$ cat src/rtl/bt_pkg.sv
package bt_pkg;

   // Flag bit positions inside the {N,Z,V,C} flag vector
   localparam int FLG_N = 3;
   localparam int FLG_Z = 2;
   localparam int FLG_V = 1;
   localparam int FLG_C = 0;
   localparam int FLG_W = 4;
   localparam int CC_W  = 4;

   typedef enum logic [CC_W-1:0] {
      CC_EQ = 4'd0,  CC_NE = 4'd1,
      CC_CS = 4'd2,  CC_CC = 4'd3,
      CC_MI = 4'd4,  CC_PL = 4'd5,
      CC_VS = 4'd6,  CC_VC = 4'd7,
      CC_GE = 4'd8,  CC_LT = 4'd9,
      CC_GT = 4'd10, CC_LE = 4'd11
   } cc_e;

endpackage

$ cat src/rtl/bt_ofs_scale.sv
// Sign-extends a signed word offset and converts it to a byte distance.
module bt_ofs_scale #(
   parameter int IN_W  = 9,
   parameter int OUT_W = 16
) (
   input  logic [IN_W-1:0]  ofs_i,
   output logic [OUT_W-1:0] byte_ofs_o
);
   localparam int EXT_W = OUT_W - IN_W - 1;

   generate
      if (IN_W < 2) begin : g_bad_in
         $error("bt_ofs_scale: IN_W must be at least 2");
      end
      if (EXT_W < 0) begin : g_bad_out
         $error("bt_ofs_scale: OUT_W too narrow for scaled offset");
      end else if (EXT_W == 0) begin : g_fit
         assign byte_ofs_o = {ofs_i, 1'b0};
      end else begin : g_ext
         assign byte_ofs_o = {{EXT_W{ofs_i[IN_W-1]}}, ofs_i, 1'b0};
      end
   endgenerate
endmodule

$ cat src/rtl/bt_cond_eval.sv
// Decides whether a conditional branch is taken, from the selector and the flags.
module bt_cond_eval
   import bt_pkg::*;
(
   input  logic [CC_W-1:0]  cond_i,
   input  logic [FLG_W-1:0] flags_i,
   output logic             pass_o
);
   logic n_f, z_f, v_f, c_f, lt_f;

   assign n_f  = flags_i[FLG_N];
   assign z_f  = flags_i[FLG_Z];
   assign v_f  = flags_i[FLG_V];
   assign c_f  = flags_i[FLG_C];
   assign lt_f = n_f ^ v_f;

   always_comb begin
      case (cond_i)
         CC_EQ:   pass_o = z_f;
         CC_NE:   pass_o = ~z_f;
         CC_CS:   pass_o = c_f;
         CC_CC:   pass_o = ~c_f;
         CC_MI:   pass_o = n_f;
         CC_PL:   pass_o = ~n_f;
         CC_VS:   pass_o = v_f;
         CC_VC:   pass_o = ~v_f;
         CC_GE:   pass_o = ~lt_f;
         CC_LT:   pass_o = lt_f;
         CC_GT:   pass_o = ~z_f & ~lt_f;
         CC_LE:   pass_o = z_f | lt_f;
         default: pass_o = 1'b0;
      endcase
   end
endmodule

$ cat src/rtl/bt_pc_add.sv
// Adds the instruction size to the aligned address, then adds the offset when the branch is taken.
module bt_pc_add #(
   parameter int PC_W     = 16,
   parameter int STEP_B   = 2
) (
   input  logic [PC_W-1:0] pc_i,
   input  logic [PC_W-1:0] ofs_i,
   input  logic            take_i,
   output logic [PC_W-1:0] next_o
);
   logic [PC_W-1:0] seq_pc;
   logic [PC_W-1:0] tgt_pc;

   assign seq_pc = pc_i + PC_W'(STEP_B);
   assign tgt_pc = seq_pc + ofs_i;
   assign next_o = take_i ? tgt_pc : seq_pc;
endmodule

$ cat src/rtl/bt_next_pc.sv
module bt_next_pc
   import bt_pkg::*;
#(
   parameter int PC_W       = 16,
   parameter int COND_OFS_W = 9,
   parameter int JUMP_OFS_W = 10
) (
   input  logic                  clk,
   input  logic                  rst_n,
   input  logic [PC_W-1:0]       pc_i,
   input  logic [JUMP_OFS_W-1:0] ofs_i,
   input  logic                  uncond_i,
   input  logic [CC_W-1:0]       cond_i,
   input  logic [FLG_W-1:0]      flags_i,
   output logic [PC_W-1:0]       next_pc_o,
   output logic                  taken_o
);
   localparam int STEP_B = 2;
   localparam logic [PC_W-1:0] ALIGN_MASK = {{(PC_W-1){1'b1}}, 1'b0};
   localparam int COND_FWD = 2 * ((2 ** (COND_OFS_W-1)) - 1);
   localparam int COND_BWD = -2 * (2 ** (COND_OFS_W-1));

   generate
      if (COND_OFS_W >= JUMP_OFS_W) begin : g_bad_w
         $error("bt_next_pc: conditional offset must be narrower than jump offset");
      end
      if (JUMP_OFS_W + 1 > PC_W) begin : g_bad_pc
         $error("bt_next_pc: PC_W too narrow for jump reach");
      end
   endgenerate

   logic [PC_W-1:0] pc_al;
   logic [PC_W-1:0] c_ofs, j_ofs, sel_ofs, nxt_d;
   logic            cond_ok, take_d;

   assign pc_al = pc_i & ALIGN_MASK;

   bt_ofs_scale #(.IN_W(COND_OFS_W), .OUT_W(PC_W)) u_cofs (
      .ofs_i      (ofs_i[COND_OFS_W-1:0]),
      .byte_ofs_o (c_ofs)
   );

   bt_ofs_scale #(.IN_W(JUMP_OFS_W), .OUT_W(PC_W)) u_jofs (
      .ofs_i      (ofs_i),
      .byte_ofs_o (j_ofs)
   );

   bt_cond_eval u_cond (
      .cond_i  (cond_i),
      .flags_i (flags_i),
      .pass_o  (cond_ok)
   );

   assign sel_ofs = uncond_i ? j_ofs : c_ofs;
   assign take_d  = uncond_i | cond_ok;

   bt_pc_add #(.PC_W(PC_W), .STEP_B(STEP_B)) u_add (
      .pc_i   (pc_al),
      .ofs_i  (sel_ofs),
      .take_i (take_d),
      .next_o (nxt_d)
   );

   always_ff @(posedge clk) begin
      if (!rst_n) begin
         next_pc_o <= '0;
         taken_o   <= 1'b0;
      end else begin
         next_pc_o <= nxt_d;
         taken_o   <= take_d;
      end
   end

   // Marks that the output register holds a value computed after reset
   logic seen_q;
   always_ff @(posedge clk) begin
      if (!rst_n) seen_q <= 1'b0;
      else        seen_q <= 1'b1;
   end


   fall_through_chk: assert property (@(posedge clk) disable iff (!rst_n)
      (seen_q && !taken_o) |-> (next_pc_o == ($past(pc_al) + PC_W'(STEP_B))));


   uncond_taken_chk: assert property (@(posedge clk) disable iff (!rst_n)
      (seen_q && $past(uncond_i)) |-> taken_o);


   rsvd_cond_chk: assert property (@(posedge clk) disable iff (!rst_n)
      (seen_q && $past(!uncond_i && (cond_i >= CC_W'(12)))) |-> !taken_o);


   cond_reach_chk: assert property (@(posedge clk) disable iff (!rst_n)
      (seen_q && taken_o && !$past(uncond_i)) |->
      (($signed(next_pc_o - ($past(pc_al) + PC_W'(STEP_B))) <= COND_FWD) &&
       ($signed(next_pc_o - ($past(pc_al) + PC_W'(STEP_B))) >= COND_BWD)));


   even_pc_chk: assert property (@(posedge clk) disable iff (!rst_n)
      seen_q |-> (next_pc_o[0] == 1'b0));
endmodule

$ cat config.mk
export PLATFORM = sky130hd
export DESIGN_NAME = bt_next_pc
export DESIGN_NICKNAME = d
export VERILOG_FILES = /design/src/rtl/bt_pkg.sv /design/src/rtl/bt_ofs_scale.sv /design/src/rtl/bt_cond_eval.sv /design/src/rtl/bt_pc_add.sv /design/src/rtl/bt_next_pc.sv
export SDC_FILE = /design/constraint.sdc
export NUM_CORES = 1
export LEC_CHECK = 0
export BUFFER_PORTS_ARGS = -buffer_cell sky130_fd_sc_hd__buf_2
export CAP_MARGIN = 20
export CORE_ASPECT_RATIO = 0.6
export CORE_MARGIN = 5
export CORE_UTILIZATION = 45
export CTS_BUF_LIST = sky130_fd_sc_hd__clkbuf_4 sky130_fd_sc_hd__clkbuf_8 sky130_fd_sc_hd__clkbuf_16
export CTS_CLUSTER_DIAMETER = 80
export CTS_CLUSTER_SIZE = 16
export DETAILED_ROUTE_END_ITERATION = 7
export GPL_TIMING_DRIVEN = 1
export PLACE_DENSITY = 0.75
export RECOVER_POWER = 50
export SLEW_MARGIN = 20
export SYNTH_ARGS = -nofsm -noshare
export SYNTH_HDL_FRONTEND = slang
export SYNTH_SLANG_ARGS = --single-unit
$ cat constraint.sdc
create_clock -name clk -period 2.2 [get_ports clk]
set_clock_uncertainty 0.15 [all_clocks]
set_input_delay 0.11 -clock clk [delete_from_list [all_inputs] [get_ports clk]]
set_output_delay 0.11 -clock clk [all_outputs]
set_load 0.1 [all_outputs]
==> impl_metrics.toml, run 1 <==
[worst_setup_path]
cp.required_ns = 2.18
startpoint = "pc_i[4]"
crit_chain = "buf_8, nand3_4, nor4_4, nand3_2, xnor2_4, ha_4, nand4_1, o21bai_1, a221oi_2, o21ai_1, nor3b_2"
crit_fanout = 5
cpPeakStageDelay_ns = 0.34
cp_data_arrival_time_ns = 2.22
crit_end = "next_pc_o[15]"
crit_type = "in -> reg"
crit_slowest_cell = "nor4_4"
crit_path_start_kind = "input port"
cp-end-kind = "flip-flop"

[grt]
grt_max_degree = 13
grt_pass1_wl_um = 8250
grt_pass1_vias = 1774
grt_util_all_layers_pct = 21.8
antenna_found_initial = 0
grt_overflow_total = 0

[detailed_routing]
dr_wl_met3_um = 363
wl_per_cell_um = 15.0
dr_wl_met2_um = 2400
drtPass1Iterations = 4
num_vias = 1870
ant_nets = 0
remaining_drc_errors = 0
drt_iter0_drc = 126
wirelength_um = 5310
route.top_layer_used = "met4"
wl_met1_um = 2450
route.detailed.vias_per_inst = 5.28

[clocking]
path_clk_slew_ns = 0.06
clkSinkCount = 16
cts_inserted_buffers = 3
clock_path_buffers = 2
htreeDepth = 1
cts_root_buf = "clkbuf_8"
cts_tree = "yes"
cts_hold_buf = 0

[die]
initial_core_util_pct = 47.2
die_h_um = 55.5
die_x_um = 85.8
core_area_um2 = 3280
ios = 54
rows = 16
die_area_um2 = 4760

[synth]
yosys.area.top_type_share_pct = 20.7
ys_seq_area_share_pct = 20.7
syn_nets = 253
synth-edff-count = 0
synth_area_leaders = "dfxtp_1, ha_1, xnor2_1"
ys_ff_latch = 16
async_flop_share_pct = 0
syn_inst = 196
synth.distinct_cells = 42
avgSynthCellArea_um2 = 7.91
syn_area_um2 = 1550
synth_largest_area_cell = "dfxtp_1"
synth_flop_cell = "dfxtp_1"
yosysWarnings = 0

[sta]
fin_tns_setup_ns = -0.0462
layout_setup_ws_ns = -0.0462
slew_viol_final = 0
tightest_slew_ns = 1.17
finalCritPeriodShare_pct = 102
whs_ns = 0.00621
fmax_mhz = 445
slew_headroom_pct = 22.2
rsz0062_at_grt = "true"
min_period_ns = 2.25
setup_viol = 1
hold_violations = 0

[final_layout]
syn_to_final_growth_pct = 71.3
drive_above_1_share_pct = 48.9
layout_common_cells = "buf_4, buf_2, nand2_1"
nets = 368
diodes = 0
final_common_cell = "buf_4"
finalNonFillerCells = 354
n_fill_cell = 235

[power_and_ir_drop]
ir_drop_mv = 0.541
power_leakage_nw = 1.26
p_per_area_nw_per_um2 = 569

[flow_run]
maxCapViolCount = 0

[placed_design]
dp_hpwl_um = 4110
dp_cells = 343
place.port_buffers = 51
place.gp.congestion = 0.879

[outcome]
violations = "negative setup slack"
status = "finished, violations left"

[min_path]
min_path_type = "in -> reg"
## synthesized netlist by cell type (2+ instances only)
| master | n |
|---|---|
| dfxtp_1 | 16 |
| nor2_1 | 18 |
| xnor2_1 | 17 |
| inv_1 | 10 |
| nand3_1 | 12 |
| xor2_1 | 6 |
| nor4_1 | 2 |
| nor2b_1 | 2 |
| nand2_1 | 19 |
| o31ai_1 | 2 |
| mux2i_1 | 4 |
| a21oi_1 | 18 |
| a21o_1 | 4 |
| nand4_1 | 4 |
| ha_1 | 19 |
| nor3_1 | 4 |
| o21ai_0 | 10 |
| and2_1 | 2 |
| o21a_1 | 3 |
| a21boi_0 | 2 |
## power by group
| group | switching, mW | total [mW] | internal (mW) |
|---|---|---|---|
| clock network | 0.0936 | 0.215 | 0.121 |
| registers | 0.0101 | 0.341 | 0.331 |
| logic | 0.626 | 0.957 | 0.330 |
## worst min path at each step
stage / startpoint / endpoint / slack [ns] / cells past startpoint
after global routing: rst_n / next_pc_o[8] / 0.008 / 2
after detailed placement: rst_n / next_pc_o[8] / 0.26 / 2
final: rst_n / next_pc_o[8] / 0.006 / 2
after CTS: rst_n / next_pc_o[8] / 0.006 / 2
after global placement: rst_n / next_pc_o[8] / 0.26 / 2
after floorplan: rst_n / next_pc_o[8] / 0.08 / 1
## what timing repair did
| item | 4_1_cts | 5_1_grt |
|---|---|---|
| setup endpoints to repair | 5 | 9 |
| gates resized for setup | 34 | 18 |
| gates cloned | 0 | 0 |
| pin swaps | 16 | 11 |
| setup buffers | 6 | 2 |
## registers in the layout (all words and copies together) (netlist names)
register,cells
taken_o,1
next_pc_o,15
## per-layer routing
metal	track usage, %	vias up
li1	-	917
met1	30.1	861
met2	34.4	79
met3	2.82	13
met4	7.90	0
met5	0	-
## worst max-delay path, delay by kind of cell
family,cells,cell delay [ns]
AOI/OAI and AO/OA,3,0.60
xor gates and xnor gates,1,0.19
adders and majority gates,1,0.29
buffers and inverters,1,0.08
and+or+nand+nor,5,0.96
## cell type report
| cell class | instances | area, um^2 | area share (%) |
|---|---|---|---|
| repair buffers | 113 | 747 | 28.1 |
| clock buffers | 3 | 41.3 | 1.55 |
| flip-flops and latches | 16 | 320 | 12.1 |
| well taps | 45 | 56.3 | 2.12 |
| inverters | 11 | 41.3 | 1.55 |
| multi-input cells | 166 | 1450 | 54.6 |
## metrics by stage
step                      setup WS (ns)  util, %  total power [mW]  area, um^2
after floorplan                0.000617        -             0.957        1610
after global placement           -0.330     70.1              1.20        2300
after detailed placement         -0.393     70.1              1.22        2300
after CTS                       0.00200     78.1              1.48        2560
after global routing             -0.118     80.9              1.58        2660
final                           -0.0462     80.9              1.51        2660
## kinds of logic (layout without fill, tap and decap cells)
| family | after synthesis | after routing | share of synthesized area [%] |
|---|---|---|---|
| buffers and inverters | 14 | 127 | 4.12 |
| AND/OR/NAND/NOR | 68 | 68 | 21.2 |
| other | 1 | 1 | 0.242 |
| XOR/XNOR | 23 | 23 | 13.0 |
| adder cells (fa/ha/maj) | 20 | 20 | 16.6 |
| multiplexers | 5 | 5 | 4.04 |
| flip-flops | 16 | 16 | 20.7 |
| AO/OA/AOI/OAI | 49 | 49 | 20.1 |
No activity file was read; power rests on OpenSTA's default activity.
==> run 2: changes to the inputs <==
--- a/config.mk
+++ b/config.mk
@@ -17,6 +17,7 @@
 export GPL_TIMING_DRIVEN = 1
 export PLACE_DENSITY = 0.75
 export RECOVER_POWER = 50
+export SKIP_CTS_REPAIR_TIMING = 1
 export SLEW_MARGIN = 20
 export SYNTH_ARGS = -nofsm -noshare
 export SYNTH_HDL_FRONTEND = slang
==> run 2 against run 1 <==
- the run still ends with negative setup slack left
- via count increased by 1.0%
- die area unchanged
- worst hold slack got worse by 0.0012 ns
- sequential share of layout area decreased by 0.21 points
- cell area increased by 1.8%
- first-iteration DRC count decreased by 18%
- setup slack got worse by 0.074 ns
- global-route usage decreased by 1.7 points
- critical path type unchanged
- largest cell class unchanged
==> impl_metrics.toml, run 2 (same netlist as run 1, synthesis figures left out) <==
[grt]
grt_pass1_wl_um = 7640
antenna_found_initial = 0
grt_pass1_vias = 1645
grt_overflow_total = 0
grt_max_degree = 13
grt_util_all_layers_pct = 20.1

[power_and_ir_drop]
clkPwrFrac_pct = 13.9
p_comb_share_pct = 63.8
p_per_area_nw_per_um2 = 568
ir_drop_mv = 0.574
power.total_mw = 1.54
switching_power_mw = 0.744
seq_power_share_pct = 22.2
power_leakage_nw = 1.25
switching_share_pct = 48.5
p_int_mw = 0.792

[final_layout]
final_common_cell = "buf_4"
regMostFlops = "next_pc_o"
finalNonFillerCells = 352
layout_common_cells = "buf_4, buf_2, nand2_1"
nets = 366
largest_register_ffs = 15
diodes = 0
ff_latch_area_um2 = 320
n_fill_cell = 222
syn_to_final_growth_pct = 74.4
drive_above_1_share_pct = 48.5
multi_input_area_um2 = 1500
top_regs = "next_pc_o: 15 flops, taken_o: 1 flops"

[die]
rows = 16
core_area_um2 = 3280
die_h_um = 55.5
ios = 54
die_x_um = 85.8
die_area_um2 = 4760
initial_core_util_pct = 47.2

[detailed_routing]
wl_per_cell_um = 16.3
drtPass1Iterations = 4
wirelength_um = 5740
drt_iter0_drc = 103
route.detailed.vias_per_inst = 5.37
num_vias = 1889
remaining_drc_errors = 0
ant_nets = 0

[min_path]
hold_end = "next_pc_o[8]"
min_path_type = "in -> reg"
min-delay-start = "rst_n"
whs_path_depth = 2

[sta]
slew_viol_final = 0
min_period_ns = 2.32
layout_setup_ws_ns = -0.121
slew_headroom_pct = 22.3
whs_ns = 0.00502
hold_violations = 0
setup_viol = 2
fin_tns_setup_ns = -0.137
tightest_slew_ns = 1.17
finalCritPeriodShare_pct = 105
rsz0062_at_grt = "true"
fmax_mhz = 431

[placed_design]
dp_hpwl_um = 4110
dp_cells = 343
place.gp.congestion = 0.879
place.port_buffers = 51

[outcome]
violations = "negative setup slack"
status = "finished, violations left"

[clocking]
cts_root_buf = "clkbuf_8"
clkSinkCount = 16
cts_tree = "yes"
path_clk_slew_ns = 0.06
clock_path_buffers = 2
cts_inserted_buffers = 3
htreeDepth = 1

[worst_setup_path]
crit_type = "in -> reg"
cp_data_arrival_time_ns = 2.29
crit_path_start_kind = "input port"
cp.required_ns = 2.17
cp-end-kind = "flip-flop"
crit_fanout = 6

[flow_run]
maxCapViolCount = 0
[run 2: changes by cell type in the layout (fill, tap and decap cells not counted), moves of 2 or more]
cell / previous run / this run
ha_4: 5 / 7
clkbuf_1: 13 / 15
buf_4: 60 / 56
ha_2: 2 / 0
buf_2: 33 / 31
[run 2: worst max path at each step]
stage	startpoint	endpoint
2_1_floorplan	pc_i[1]	next_pc_o[15]
3_3_place_gp	pc_i[7]	next_pc_o[15]
3_5_place_dp	pc_i[3]	next_pc_o[15]
4_1_cts	pc_i[3]	next_pc_o[15]
5_1_grt	pc_i[4]	next_pc_o[15]
6_report	pc_i[1]	next_pc_o[15]
[run 2: per-layer routing]
layer,global-route usage [%],vias up,wire length [um]
met5,0,-,0
met4,5.64,0,104
met3,3.42,13,515
met2,30.0,90,2680
met1,29.3,866,2440
li1,-,920,-
[run 2: worst max-delay path, stage by stage]
cell and delay [ns]:
buf_8 0.12, buf_6 0.12, inv_2 0.05, ha_4 0.13
inv_2 0.04, fa_2 0.36, and2b_1 0.24, o2111ai_2 0.17
a21oi_2 0.25, o21bai_1 0.12, a221oi_2 0.30, o21ai_1 0.12
nor3b_2 0.16
[run 2: area by class of cell]
type,count,share of cell area [%]
multi-input combinational,166,55.6
sequential,16,11.8
timing repair buffer,111,27.4
inverter,11,1.53
tap,45,2.08
clock buffer,3,1.53
[run 2: power groups by stage]
stage               Clock (mW)  Sequential (mW)  Combinational [mW]
floorplan                    0            0.648               0.309
global placement             0            0.345               0.856
detailed placement           0            0.347               0.870
CTS                      0.214            0.340               0.874
global route             0.231            0.346                1.03
finish                   0.214            0.342               0.981
[run 2: per-stage QoR]
| stage | util (%) | worst slack [ns] | instance area (um^2) |
|---|---|---|---|
| after CTS | 71.3 | -0.137 | 2340 |
| after floorplan | - | 0.000617 | 1610 |
| after global routing | 82.4 | -0.138 | 2700 |
| after global placement | 70.1 | -0.330 | 2300 |
| after detailed placement | 70.1 | -0.393 | 2300 |
| final | 82.4 | -0.121 | 2700 |
==> run 3: changes to the inputs <==
--- a/config.mk
+++ b/config.mk
@@ -15,10 +15,11 @@
 export CTS_CLUSTER_SIZE = 16
 export DETAILED_ROUTE_END_ITERATION = 7
 export GPL_TIMING_DRIVEN = 1
-export PLACE_DENSITY = 0.75
+export PLACE_DENSITY = 0.71
 export RECOVER_POWER = 50
 export SKIP_CTS_REPAIR_TIMING = 1
 export SLEW_MARGIN = 20
 export SYNTH_ARGS = -nofsm -noshare
 export SYNTH_HDL_FRONTEND = slang
+export SYNTH_HIERARCHICAL = 1
 export SYNTH_SLANG_ARGS = --single-unit
==> run 3 against run 2 <==
- the run still ends with negative setup slack left
- first-iteration DRC count grew 71%
- sequential share of layout area shrank 0.74 points
- combinational power grew 21%
- setup slack gained 0.017 ns
- cell area grew 13%
- synthesized cell count grew 37%
- highest routed layer unchanged
- flip-flop and latch count grew 1
- count of clock-buffer cells in the layout grew 1
- core utilization shrank 17 points
- cell count grew 18%
- non-clock buffer count grew 7
- critical path depth is the same
==> impl_metrics.toml, run 3 <==
[outcome]
status = "finished, violations left"
violations = "negative setup slack"

[final_layout]
regMostFlops = "next_pc_o"
largest_register_ffs = 16
layout_common_cells = "buf_4, buf_2, a21oi_1"
diodes = 0
drive_above_1_share_pct = 51.3
nets = 412
top_regs = "next_pc_o: 16 flops, taken_o: 1 flops"
syn_to_final_growth_pct = 38.6
final_common_cell = "buf_4"

[synth]
post-synth-top-count-cell = "buf_4"
synth_flop_cell = "dfxtp_1"
syn_inst = 268
yosys-top-cells-count = "buf_4, a21oi_1, ha_1"
ys_seq_area_share_pct = 15.4
synth_largest_area_cell = "dfxtp_1"
ys_ff_latch = 17
yosysWarnings = 6
avgSynthCellArea_um2 = 8.25
synth.distinct_cells = 50
synth_area_leaders = "dfxtp_1, ha_1, buf_4"
synth-edff-count = 0
yosys.area.top_type_share_pct = 15.4
syn_area_um2 = 2210
async_flop_share_pct = 0

[power_and_ir_drop]
power.total_mw = 1.78
power_leakage_nw = 1.40
ir_drop_mv = 0.238
p_per_area_nw_per_um2 = 582

[die]
initial_core_util_pct = 47.5
ios = 54
die_area_um2 = 6460
rows = 19
die_x_um = 101
die_h_um = 64.3
core_area_um2 = 4660

[sta]
slew_headroom_pct = 22.2
rsz0062_at_grt = "true"
whs_ns = 0.0682
finalCritPeriodShare_pct = 105
tightest_slew_ns = 1.17
fmax_mhz = 434
setup_viol = 1
slew_viol_final = 0
layout_setup_ws_ns = -0.103
fin_tns_setup_ns = -0.103
min_period_ns = 2.30
hold_violations = 0

[grt]
grt_overflow_total = 0
grt_util_all_layers_pct = 15.9
grt_pass1_wl_um = 8340
grt_use_met1_pct = 26.1
grt_pass1_vias = 1790
met2_usage_pct = 20.6
antenna_found_initial = 0
grt_max_degree = 20
busiest_layer = "met1"
use_met3_pct = 1.85

[clocking]
htreeDepth = 1
cts_tree = "yes"
cts_root_buf = "clkbuf_8"
clock_path_buffers = 2
path_clk_slew_ns = 0.06
cts_inserted_buffers = 3
clkSinkCount = 17

[detailed_routing]
remaining_drc_errors = 0
wirelength_um = 5760
ant_nets = 0
num_vias = 2029
wl_per_cell_um = 13.8
drtPass1Iterations = 4
drt_iter0_drc = 176
route.detailed.vias_per_inst = 4.88

[min_path]
min-delay-start = "rst_n"
whs_path_depth = 2
min_path_type = "in -> reg"

[worst_setup_path]
cp.required_ns = 2.19
cp_data_arrival_time_ns = 2.29
crit_end = "next_pc_o[15]"
crit_chain = "buf_2, and3_4, nand3_4, nor2_4, xor2_2, ha_1, a21oi_2, o21bai_4, a221oi_2, nand3_1, and3b_1, xnor2_1, and2_1"
cp-end-kind = "flip-flop"
crit_buf_inv = 1
critical_path_depth = 13
crit_path_start_kind = "input port"
crit_slowest_cell = "ha_1"
startpoint = "pc_i[4]"
crit_type = "in -> reg"
cpPeakStageDelay_ns = 0.31
crit_fanout = 5
crit_family = "simple AND/OR/NAND/NOR gates"

[placed_design]
place.gp.congestion = 0.928
dp_hpwl_um = 4660
place.port_buffers = 52

[flow_run]
maxCapViolCount = 0
run 3: changes by cell type after synthesis, moves of 3 or more:
cell      delta
a21oi_1     +10
and2_1      +16
and2_2       +3
buf_4       +31
clkbuf_1     +3
inv_1        -7
mux2_2       +9
mux2_4       +8
nand2_1      -4
nand3_1      -4
o21ai_0      -3
o21ai_1      +4
xor2_1       +4
run 3: worst min-delay path by stage:
stage / end / slack, ns
2_1_floorplan: next_pc_o[13] / 0.08
3_3_place_gp: taken_o / 0.32
3_5_place_dp: taken_o / 0.33
4_1_cts: taken_o / 0.07
5_1_grt: taken_o / 0.08
6_report: taken_o / 0.07
run 3: logic make-up (layout without fill, tap and decap cells):
group | Yosys count | count (layout) | share of synthesized area (%)
DFF | 17 | 17 | 15.4
buffers and inverters | 41 | 125 | 13.5
and+or+nand+nor | 81 | 81 | 19.5
xor gates and xnor gates | 28 | 28 | 11.1
other | 3 | 4 | 0.509
adders and majority gates | 21 | 21 | 12.2
AOI/OAI and AO/OA | 58 | 58 | 16.9
muxes | 19 | 19 | 10.9
run 3: metal layers:
metal  routed length [um]  up-vias
li1                     -     1063
met4                   61        0
met3                  529        5
met1                 2980      880
met2                 2180       81
met5                    0        -
run 3: final cells by class:
type                    count  area [um^2]
multi-input cells         211         1820
fillers                   389         1590
repair buffers            118          769
flip-flops and latches     17          340
well taps                  63         78.8
clock buffers               4         48.8
inverters                   3         11.3
run 3: through the flow:
| step | instances | setup WS, ns | instance area (um^2) | util [%] |
|---|---|---|---|---|
| 4_1_cts | 413 | -0.144 | 2850 | 61.3 |
| 3_5_place_dp | 409 | -0.408 | 2810 | 60.2 |
| 6_report | 416 | -0.103 | 3070 | 65.8 |
| 3_3_place_gp | 409 | -0.327 | 2810 | 60.2 |
| 5_1_grt | 416 | -0.229 | 3070 | 65.8 |
| 2_1_floorplan | 269 | -0.123 | 2250 | - |
run 3: power breakdown:
part | internal [mW] | switching (mW) | total, mW | leakage, nW
Combinational | 0.444 | 0.747 | 1.19 | 1.24
Clock | 0.140 | 0.0882 | 0.229 | 0.0262
Sequential | 0.356 | 0.00984 | 0.365 | 0.142
Total | 0.940 | 0.845 | 1.78 | 1.40
